## config.mk

```make
export PLATFORM = sky130hd
export DESIGN_NAME = stepIndexer
export DESIGN_NICKNAME = d
export VERILOG_FILES = /design/src/rtl/stepIdxPkg.sv /design/src/rtl/stepIdxCtrl.sv /design/src/rtl/stepIdxCoil.sv /design/src/rtl/stepIdxDatapath.sv /design/src/rtl/stepIndexer.sv
export SDC_FILE = /design/constraint.sdc
export NUM_CORES = 1
export LEC_CHECK = 0
export BUFFER_PORTS_ARGS = -buffer_cell sky130_fd_sc_hd__buf_2
export CAP_MARGIN = 20
export CORE_UTILIZATION = 34
export DETAILED_ROUTE_END_ITERATION = 7
export GPL_TIMING_DRIVEN = 0
export SYNTH_ARGS = -nofsm -noshare
export SYNTH_HDL_FRONTEND = slang
export SYNTH_HIERARCHICAL = 1
export SYNTH_SLANG_ARGS = --single-unit
```

## constraint.sdc

```tcl
create_clock -name clk -period 13.9 [get_ports clk]
set_input_delay 2.78 -clock clk [delete_from_list [all_inputs] [get_ports clk]]
set_output_delay 2.78 -clock clk [all_outputs]
set_load 0.01 [all_outputs]
```

## src/rtl/stepIdxPkg.sv

```systemverilog
package stepIdxPkg;

  typedef struct packed {
    logic advance;
    logic forward;
    logic home;
  } idxStrobeT;

  // log2 of the step size in index units for a mode code
  function automatic int modeShift(input logic [3:0] mode, input int posW);
    int s;
    if (mode <= 4'd1)      s = posW - 2;
    else if (mode <= 4'd3) s = posW - 3;
    else if (mode <= 4'd10) s = posW - int'(mode);
    else                    s = 0;
    if (s < 0) s = 0;
    return s;
  endfunction

  // rational quarter-wave sine approximation, rounded to the amplitude scale
  function automatic int sineAt(input int t, input int quarter, input int ampMax);
    longint u, den;
    u   = longint'(t) * longint'(2 * quarter - t);
    den = 5 * longint'(quarter) * longint'(quarter) - u;
    return int'((8 * longint'(ampMax) * u + den) / (2 * den));
  endfunction

endpackage

```

## src/rtl/stepIdxCtrl.sv

```systemverilog
module stepIdxCtrl
  import stepIdxPkg::*;
(
  input  logic      clk,
  input  logic      rstN,
  input  logic      stepPin,
  input  logic      dirPin,
  input  logic      stepRegSel,
  input  logic      dirRegSel,
  input  logic      dirReg,
  input  logic      stepReq,
  input  logic      bothEdges,
  input  logic      regIface,
  input  logic      idxReset,
  output idxStrobeT strobe
);

  logic pinPrev;
  logic reqPrev;
  logic pinRise;
  logic pinFall;
  logic reqRise;
  logic pinActive;

  always_ff @(posedge clk or negedge rstN) begin
    if (!rstN) begin
      pinPrev <= 1'b0;
      reqPrev <= 1'b0;
    end else begin
      pinPrev <= stepPin;
      reqPrev <= stepReq;
    end
  end

  always_comb begin
    pinRise   = stepPin & ~pinPrev;
    pinFall   = ~stepPin & pinPrev;
    reqRise   = stepReq & ~reqPrev;
    pinActive = pinRise | (pinFall & bothEdges & regIface);
    strobe.home    = idxReset;
    strobe.forward = dirRegSel ? dirReg : dirPin;
    strobe.advance = stepRegSel ? reqRise : pinActive;
  end

endmodule

```

## src/rtl/stepIdxCoil.sv

```systemverilog
module stepIdxCoil
  import stepIdxPkg::*;
#(
  parameter int POS_W = 10,
  parameter int AMP_W = 8
) (
  input  logic [POS_W-1:0]        phase,
  input  logic                    fullPower,
  output logic signed [AMP_W:0]   drive
);

  localparam int QUARTER = 1 << (POS_W - 2);
  localparam int AMP_MAX = (1 << AMP_W) - 1;
  localparam int OFF_W   = POS_W - 2;

  logic [AMP_W-1:0] sineTab [0:QUARTER];

  for (genvar g = 0; g <= QUARTER; g++) begin : g_tab
    assign sineTab[g] = AMP_W'(sineAt(g, QUARTER, AMP_MAX));
  end

  logic [1:0]       quad;
  logic [OFF_W-1:0] offs;
  logic [OFF_W:0]   tabIdx;
  logic [AMP_W-1:0] mag;
  logic             diag;

  always_comb begin
    quad   = phase[POS_W-1 -: 2];
    offs   = phase[OFF_W-1:0];
    tabIdx = quad[0] ? ((OFF_W+1)'(QUARTER) - {1'b0, offs}) : {1'b0, offs};
    diag   = (offs == OFF_W'(QUARTER / 2));
    mag    = (fullPower && diag) ? AMP_W'(AMP_MAX) : sineTab[tabIdx];
    drive  = quad[1] ? -$signed({1'b0, mag}) : $signed({1'b0, mag});
  end

endmodule

```

## src/rtl/stepIdxDatapath.sv

```systemverilog
module stepIdxDatapath
  import stepIdxPkg::*;
#(
  parameter int POS_W = 10,
  parameter int AMP_W = 8
) (
  input  logic                  clk,
  input  logic                  rstN,
  input  logic [3:0]            stepMode,
  input  idxStrobeT             strobe,
  output logic [POS_W-1:0]      position,
  output logic signed [AMP_W:0] coilA,
  output logic signed [AMP_W:0] coilB,
  output logic                  atHome
);

  localparam int QUARTER = 1 << (POS_W - 2);
  localparam logic [POS_W-1:0] HOME = POS_W'(QUARTER / 2);

  logic [POS_W-1:0] pos;
  logic [POS_W-1:0] stepSize;
  logic [POS_W-1:0] mask;
  logic [POS_W-1:0] offset;
  logic [POS_W-1:0] rel;
  logic [POS_W-1:0] fwdNext;
  logic [POS_W-1:0] revNext;
  logic             fullPower;

  always_comb begin
    stepSize = POS_W'(1) << modeShift(stepMode, POS_W);
    mask     = ~(stepSize - POS_W'(1));
    offset   = (stepMode <= 4'd1) ? HOME : '0;
    rel      = pos - offset;
    fwdNext  = (rel & mask) + stepSize + offset;
    revNext  = ((rel + stepSize - POS_W'(1)) & mask) - stepSize + offset;
    fullPower = (stepMode == 4'd0) || (stepMode == 4'd2);
  end

  always_ff @(posedge clk or negedge rstN) begin
    if (!rstN)               pos <= HOME;
    else if (strobe.home)    pos <= HOME;
    else if (strobe.advance) pos <= strobe.forward ? fwdNext : revNext;
  end

  stepIdxCoil #(.POS_W(POS_W), .AMP_W(AMP_W)) i_coilA (
    .phase(pos), .fullPower(fullPower), .drive(coilA)
  );

  stepIdxCoil #(.POS_W(POS_W), .AMP_W(AMP_W)) i_coilB (
    .phase(pos + POS_W'(QUARTER)), .fullPower(fullPower), .drive(coilB)
  );

  assign position = pos;
  assign atHome   = (pos == HOME);

endmodule

```

## src/rtl/stepIndexer.sv

```systemverilog
module stepIndexer
  import stepIdxPkg::*;
#(
  parameter int POS_W = 10,
  parameter int AMP_W = 8
) (
  input  logic                  clk,
  input  logic                  rstN,
  input  logic [3:0]            stepMode,
  input  logic                  stepPin,
  input  logic                  dirPin,
  input  logic                  stepRegSel,
  input  logic                  dirRegSel,
  input  logic                  dirReg,
  input  logic                  stepReq,
  input  logic                  bothEdges,
  input  logic                  regIface,
  input  logic                  idxReset,
  output logic [POS_W-1:0]      position,
  output logic signed [AMP_W:0] coilA,
  output logic signed [AMP_W:0] coilB,
  output logic                  atHome
);

  idxStrobeT strobe;

  stepIdxCtrl i_ctrl (
    .clk(clk), .rstN(rstN), .stepPin(stepPin), .dirPin(dirPin),
    .stepRegSel(stepRegSel), .dirRegSel(dirRegSel), .dirReg(dirReg),
    .stepReq(stepReq), .bothEdges(bothEdges), .regIface(regIface),
    .idxReset(idxReset), .strobe(strobe)
  );

  stepIdxDatapath #(.POS_W(POS_W), .AMP_W(AMP_W)) i_dp (
    .clk(clk), .rstN(rstN), .stepMode(stepMode), .strobe(strobe),
    .position(position), .coilA(coilA), .coilB(coilB), .atHome(atHome)
  );

endmodule

```

# Yosys cells after proc, flatten, opt, wreduce, memory -nomap -nowiden
# Memories as Yosys holds them, arrays and structs flattened.
# Cells that the tools add are included.
[word_totals]
elab_cells = 69
latch_bits = 0
output_inout_bits = 29
rom_bits = 8192
inputBits = 15
mem_count = 2
register_bits = 12
ramBits = 0
[op_classes]
shifts = 1
n_div = 0
multipliers = 0
mux = 20
n_addsub = 14
magnitude_cmp = 6
n_bitwise = 14
n_eq_ne = 4
reduce_logical = 5
[mem_list]
columns = ["name", "words", "word_bits", "rd", "rd_clocked_by_memory_dff", "write_ports", "line_no", "source"]
rows = [
  ["(name not given)", 512, 8, 1, 0, 0, "stepIdxCoil.sv:33", "mag = (fullPower && diag) ? AMP_W'(AMP_MAX) : sineTab[tabIdx];"],
  ["(name not given)", 512, 8, 1, 0, 0, "stepIdxCoil.sv:33", ""],
]
[op_table]
columns = ["operator", "count"]
rows = [
  ["$mux 32", 4],
  ["$mux 8", 7],
  ["$add 10x10->10", 4],
  ["$mux 9", 4],
  ["$lt 32x1->1 const B", 1],
  ["$shl 1x32->10 const A", 1],
  ["$mux 10", 3],
  ["$and 10x10->10", 2],
  ["$ge 10x10->1 const B", 2],
  ["$not 9->10", 2],
  ["$sub 10x1->10 const B", 2],
  ["$sub 10x10->10", 2],
  ["$neg 8->9", 2],
  ["$sub 9x8->9 const A", 2],
  ["$eq 8x8->1 const B", 2],
  ["$add 10x9->10 const B", 1],
  ["$eq 10x8->1 const B", 1],
  ["$not 10->10", 1],
  ["$and 1x1->1", 5],
  ["$sub 4x4->5 const A", 1],
  ["$eq 4x2->1 const B", 1],
  ["$le 4x1->1 const B", 1],
  ["$le 4x2->1 const B", 1],
  ["$le 4x4->1 const B", 1],
  ["other kinds (7)", 11],
]

# Longest topological paths before layout
[logic_depth]
ltp_word = 15
ltp_mapped = 26

# Cells and area by module
# The synthesis kept the hierarchy.
[modules_own_cells]
columns = ["module", "cells_per_inst", "area_per_inst_um2", "n_inst", "seq_area_each_um2"]
rows = [
  ["stepIdxCoil at i_dp.i_coilB", 499, 3154.3, 1, 0.0],
  ["stepIdxCoil at i_dp.i_coilA", 472, 3059.2, 1, 0.0],
  ["stepIdxDatapath", 319, 2487.4, 1, 251.5],
  ["stepIdxCtrl", 9, 100.1, 1, 50.0],
]

# Least setup slack after synthesis
# Ideal clock, no wire load.
[synth_timing]
path_kind = "input-to-reg"
start = "input stepMode[0]"
end = "register i_dp.pos[9], in the netlist i_dp/position[9]"
t_required_ns = 13.769
cell_stages = 25
arrival_time_ns = 7.813
n_path_buf = 2
path_slack_ns = 5.957
cell_sequence = "buf_2 > inv_1 > ha_1 > clkbuf_1 > nor2b_1 > a2111oi_0 > a21oi_1 > o221a_2 > or2_1 > ha_1 > fa_1 > a211oi_1 > nor2_1 > o21a_1 > nor2_1 > xnor2_1 > nand3_1 > fa_1 > inv_1 > ha_1 > or4_1 > a31oi_1 > xnor2_1 > xnor2_1 > o221ai_2"
[synth_via]
elab_chain_cells = 15
word_cells_on_any_way = 25
[synth_lines]
columns = ["element", "line_no", "source"]
rows = [
  ["from (decl)", "stepIndexer.sv:9", "input logic [3:0] stepMode,"],
  ["$sub 4x4->5 / $le 4x4->1 (equally long branches)", "stepIdxPkg.sv:14", "else if (mode <= 4'd10) s = posW - int'(mode);"],
  ["$mux 32", "stepIdxPkg.sv:14", ""],
  ["$mux 32", "stepIdxPkg.sv:13", "else if (mode <= 4'd3) s = posW - 3;"],
  ["$mux 32", "stepIdxPkg.sv:12", "if (mode <= 4'd1) s = posW - 2;"],
  ["$lt 32x1->1", "stepIdxPkg.sv:16", "if (s < 0) s = 0;"],
  ["$mux 32", "stepIdxPkg.sv:16", ""],
  ["$shl 1x32->10", "stepIdxDatapath.sv:30", "stepSize = POS_W'(1) << modeShift(stepMode, POS_W);"],
  ["$add 10x10->10 / $sub 10x1->10 (equally long branches)", "stepIdxDatapath.sv:35, stepIdxDatapath.sv:31", ""],
  ["$sub 10x1->10 / $not 10->10 (equally long branches)", "stepIdxDatapath.sv:35, stepIdxDatapath.sv:31", ""],
  ["$and 10x10->10 (on tied branches)", "stepIdxDatapath.sv:35, stepIdxDatapath.sv:34", ""],
  ["$sub 10x10->10 / $add 10x10->10 (equally long branches)", "stepIdxDatapath.sv:35, stepIdxDatapath.sv:34", ""],
  ["$add 10x10->10 (on tied branches)", "stepIdxDatapath.sv:35, stepIdxDatapath.sv:34", ""],
  ["$mux 10 (*) (2 in series)", "stepIdxDatapath.sv:42", "else if (strobe.advance) pos <= strobe.forward ? fwdNext : revNext;"],
  ["$mux 10 (*)", "stepIdxDatapath.sv:41", "else if (strobe.home) pos <= HOME;"],
  ["to (signal assigned)", "stepIdxDatapath.sv:42", ""],
  ["to (decl)", "stepIdxDatapath.sv:20", "logic [POS_W-1:0] pos;"],
]
# Every way passes the cells marked *; elsewhere a longest branch is shown, timed or not. The select of a mux whose other input is x is not followed.
# A chain may end at the register's enable or synchronous reset.

# Final worst setup path
[layout_timing]
start = "register i_dp.pos[0], in the netlist i_dp/position[0]"
end = "output coilB[4]"
[layout_via]
elab_chain_cells = 10
word_cells_on_any_way = 12
[layout_lines]
columns = ["element", "line_no", "source"]
rows = [
  ["$add 10x9->10 (*)", "stepIdxDatapath.sv:50", ".phase(pos + POS_W'(QUARTER)), .fullPower(fullPower), .drive(coilB)"],
  ["$sub 9x8->9", "stepIdxCoil.sv:31", "tabIdx = quad[0] ? ((OFF_W+1)'(QUARTER) - {1'b0, offs}) : {1'b0, offs};"],
  ["$mux 9", "stepIdxCoil.sv:31", ""],
  ["$not 9->10 (not written as such)", "stepIdxCoil.sv:33", ""],
  ["$mem_v2 512x8", "-", ""],
  ["$mux 8 (not written as such) (2 in series)", "stepIdxCoil.sv:33", ""],
  ["$mux 8", "stepIdxCoil.sv:33", ""],
  ["$neg 8->9", "stepIdxCoil.sv:34", "drive = quad[1] ? -$signed({1'b0, mag}) : $signed({1'b0, mag});"],
  ["$mux 9 (*)", "stepIdxCoil.sv:34", ""],
  ["to (decl)", "stepIndexer.sv:21", "output logic signed [AMP_W:0] coilB,"],
]
# Marks and branches as above.

==> impl_metrics.yaml <==
setup_path:
  cpMaxStageDelayCell: "sky130_fd_sc_hd__a2111oi_1"
  critical_path.reg2reg.endpoint: "i_dp/position[9]"
  worst-path-stages: 20
  critical-path-max-stage-delay_ps: 860
  reg2regPathDepth: 19
  crit_path_frequent_cell: "sky130_fd_sc_hd__ha_1"
  startpoint: "i_dp/position[0]"
  critical_path.n_buffers_inverters: 6
  worst_r2r_startpoint: "i_dp/position[1]"
  worstPathCellList: "buf_16, clkbuf_1, clkinv_1, ha_1, nand2_1, o21ai_1, ha_1, clkbuf_1, nor2_1, a2111oi_1, a221oi_1, nor4_1, o32ai_1, a21oi_1, ha_1, inv_1, nor3_1, mux2i_1, o21ai_1, buf_2"
  timing.critical_path.fanout_max: 19
  startpoint_type: "register"
  path_delay_family: "compound AO/OA/AOI/OAI gates"
  criticalPathCategory: "reg -> out"
  worst_setup_path_end_kind: "output port"
  worst_ep_arrival_time_ps: 6830
  critPathCapture: "coilB[4]"
  reg2reg_setup_slack_ps: 8860
  timing.critical_path.required_ps: 11120
clocking:
  clk_latency_ps: 240
  worst_setup_hold_path_clk_slew_ps: 40
  cts.path.max_buffers: 2
  numClockSinks: 12
  post_cts_gate_resize_count: 0
  number_of_buffers_inserted_to_repair_setup_after_cts: 0
  h-tree-depth: 1
  clock_tree_from_tritoncts: "yes"
  hold_buffers: 0
  numCtsBuffers: 3
  root_buffer: "sky130_fd_sc_hd__clkbuf_16"
synthesis:
  syn_nets: 1395
  synth-warning-count: 6
  syn_inst: 1299
  seq_area_frac_synth_pct: 3.43
  ys.flop_type: "sky130_fd_sc_hd__dfrtp_1"
  synth_top_area_cell: "sky130_fd_sc_hd__ha_1"
  synth-edff-count: 0
  async_flop_share_pct: 100
  synth_area_mm2: 0.00880
  netlist_cell_types: 99
  synth.top_cell.area_share_pct: 10.8
  synth_seq_cells: 12
  synth.avg_cell_area_um2: 6.78
  netlist_top_cells_area: "sky130_fd_sc_hd__ha_1 11%, sky130_fd_sc_hd__a21oi_1 5.9%, sky130_fd_sc_hd__o21ai_0 5.1%"
routing:
  first_iter_violations: 1362
  post-route-drc-count: 1
  antenna_left: 0
  dr_total_vias: 10700
  vias_per_cell: 6.37
  route.detailed.wl_per_inst_um: 20.6
  drt_first_pass_iters: 8
  routed_wl_um: 34600
floorplanning:
  fp.coreArea_mm2: 0.0253
  floorplan.initialDensity_pct: 34.8
  fp.dieArea_mm2: 0.0265
  num_rows: 58
  chipWidth_um: 163
  design.portCount: 44
  chipHeight_um: 163
timing:
  slew_headroom_pct: 27.5
  unrepaired_setup_endpoints_after_global_routing: "no"
  layout_worst_path_cycle_share_pct: 69.1
  setup_skew_ps: 3.93
  finalWorstPathRequiredPeriod_ps: 9610
  finalSetupViolCount: 0
  fmax_mhz: 104
  setup_ws_ps: 4290
  finalMaxSlewViolations: 0
  final.setup.tns_ps: 0
  hold_viol_final: 0
  worst_slew_pin_slew_ps: 1080
finish:
  design.final.nets: 1445
  sequential_cell_area_um2: 302
  post_layout_nonfiller_instances: 1678
  syn_to_final_growth_pct: 8.54
  num_antenna_cells: 0
  multi_input_gate_area_mm2: 0.00763
  final_cell_area_mm2: 0.00955
  fill_cells: 2686
  layout-drive-gt1-share_pct: 12.6
power:
  power.density_cell_area_mw_per_mm2: 222
  fin_total_pwr_mw: 2.12
  leakagePower_nw: 3.72
  p_sw_share_pct: 61.0
  vdd_ir_drop_max_mv: 0.199
  power.net_switching_mw: 1.29
  proportion_of_power_drawn_by_combinational_gates_pct: 94.5
  clockPowerShare_pct: 2.4
  share_seq_of_total_power_pct: 3.1
  p_int_mw: 0.829
grt:
  grt_use_total_pct: 25.5
  via_count_of_the_first_global_routing_pass: 9959
  wire_length_of_the_first_global_routing_pass_um: 54800
  pin_count_of_the_biggest_net_entering_global_routing: 26
  antenna_found_initial: 0
  gr-total-overflow: 0
place:
  dpl.cell_count: 1672
  dp_hpwl_um: 26200
  total_placed_instance_area_mm2: 0.00943
  place_ws_ps: 4360
  gp_congestion: 1.02
  placement.io_buffers: 42
outcome:
  violations: "DRC"
  outcome: "finished with violations"
job:
  drv.max_cap_violation_count: 0
hold_path:
  holdCritStartpoint: "i_dp/position[7]"
  hold_path_class: "reg -> reg"
state kept, by name, indices dropped and copies added, names as in the netlist:
name	count
i_ctrl/reqPrev	1
i_dp/position	10
i_ctrl/pinPrev	1
kinds of logic (layout without fill, tap and decap cells):
kind of cell	Yosys count	in the layout	share of synthesized area, %
AO/OA/AOI/OAI	505	505	40.5
XOR/XNOR	62	62	6.98
adder cells (fa/ha/maj)	81	81	11.9
buffers and inverters	199	248	9.92
flip-flops	12	12	3.43
multiplexers	23	23	2.69
AND/OR/NAND/NOR	417	417	24.6
cell usage after synthesis (all sizes together), types with 7 or more instances:
cell type	number
o32ai	9
nand2b	34
a21o	14
o31ai	14
or4	9
nand4	9
nor2b	22
nor3	43
nand2	84
a211o	9
o22ai	26
a32oi	8
nand3	36
xor2	13
o2111ai	16
o211ai	25
a2111oi	9
o21ai	102
inv	75
nor4	9
o311ai	9
dfrtp	11
or3	7
a221oi	11
a22oi	12
a31oi	24
clkbuf	46
or2	12
a21oi	104
mux2i	18
o21a	9
xnor2	49
and2	13
o221ai	14
ha	76
nor2	111
a211oi	34
buf	76
cells in the final DEF (no fill, tap or decap), types with 23 or more instances in the layout:
cell,count
sky130_fd_sc_hd__nor3_1,40
sky130_fd_sc_hd__clkbuf_1,47
sky130_fd_sc_hd__a21oi_1,104
sky130_fd_sc_hd__buf_2,89
sky130_fd_sc_hd__xnor2_1,42
sky130_fd_sc_hd__o21ai_0,89
sky130_fd_sc_hd__o22ai_1,26
sky130_fd_sc_hd__a211oi_1,33
sky130_fd_sc_hd__nor2_1,110
sky130_fd_sc_hd__ha_1,76
sky130_fd_sc_hd__inv_1,70
sky130_fd_sc_hd__o211ai_1,25
sky130_fd_sc_hd__nand2b_1,34
sky130_fd_sc_hd__a31oi_1,23
sky130_fd_sc_hd__nand2_1,84
sky130_fd_sc_hd__nand3_1,36
stage by stage:
step / utilization [%] / hold slack (ps)
after floorplan: - / 620
after global placement: 37.3 / 651
after detailed placement: 37.4 / 656
after CTS: 37.7 / 663
after global routing: 37.8 / 668
final: 37.8 / 666
layout make-up:
class / instances / area share [%]
clock buffer: 4 / 0.825
multi-input combinational: 1088 / 79.8
tap: 330 / 4.32
sequential: 12 / 3.16
buffer: 122 / 6.12
inverter: 77 / 3.03
timing repair buffer: 45 / 2.72
metal layers:
metal	global-route usage, %	part of all wire [%]
met2	39.4	43
met5	0	0
met4	10.6	4.1
met3	4.41	11
met1	34.8	42
worst reg2reg max path: stages (launching register included):
cell	delay, ps
sky130_fd_sc_hd__dfrtp_1	870
sky130_fd_sc_hd__inv_1	100
sky130_fd_sc_hd__ha_1	300
sky130_fd_sc_hd__inv_1	40
sky130_fd_sc_hd__ha_1	220
sky130_fd_sc_hd__fa_1	430
sky130_fd_sc_hd__a211oi_1	320
sky130_fd_sc_hd__nor2_1	120
sky130_fd_sc_hd__o21a_1	180
sky130_fd_sc_hd__nor2_1	100
sky130_fd_sc_hd__xnor2_1	160
sky130_fd_sc_hd__nand3_1	120
sky130_fd_sc_hd__fa_1	500
sky130_fd_sc_hd__inv_1	50
sky130_fd_sc_hd__ha_1	220
sky130_fd_sc_hd__or4_1	470
sky130_fd_sc_hd__a31oi_1	220
sky130_fd_sc_hd__xnor2_1	160
sky130_fd_sc_hd__xnor2_1	180
sky130_fd_sc_hd__o221ai_2	140
how the worst min path moves through the flow:
stage,endpoint,slack [ps],cells past startpoint
6_report,i_dp/position[7],670,2
2_1_floorplan,i_dp/position[7],620,2
3_3_place_gp,i_dp/position[7],650,2
5_1_grt,i_dp/position[7],670,2
4_1_cts,i_dp/position[7],660,2
3_5_place_dp,i_dp/position[7],660,2
power groups by stage:
stage / logic, mW / registers, mW / clock network (mW)
floorplan: 1.42 / 0.0580 / 0
global placement: 1.94 / 0.0667 / 0
detailed placement: 1.93 / 0.0669 / 0
CTS: 1.95 / 0.0665 / 0.0529
global route: 2.17 / 0.0661 / 0.0550
finish: 2.01 / 0.0649 / 0.0518
No activity file was read; power rests on OpenSTA's default activity.
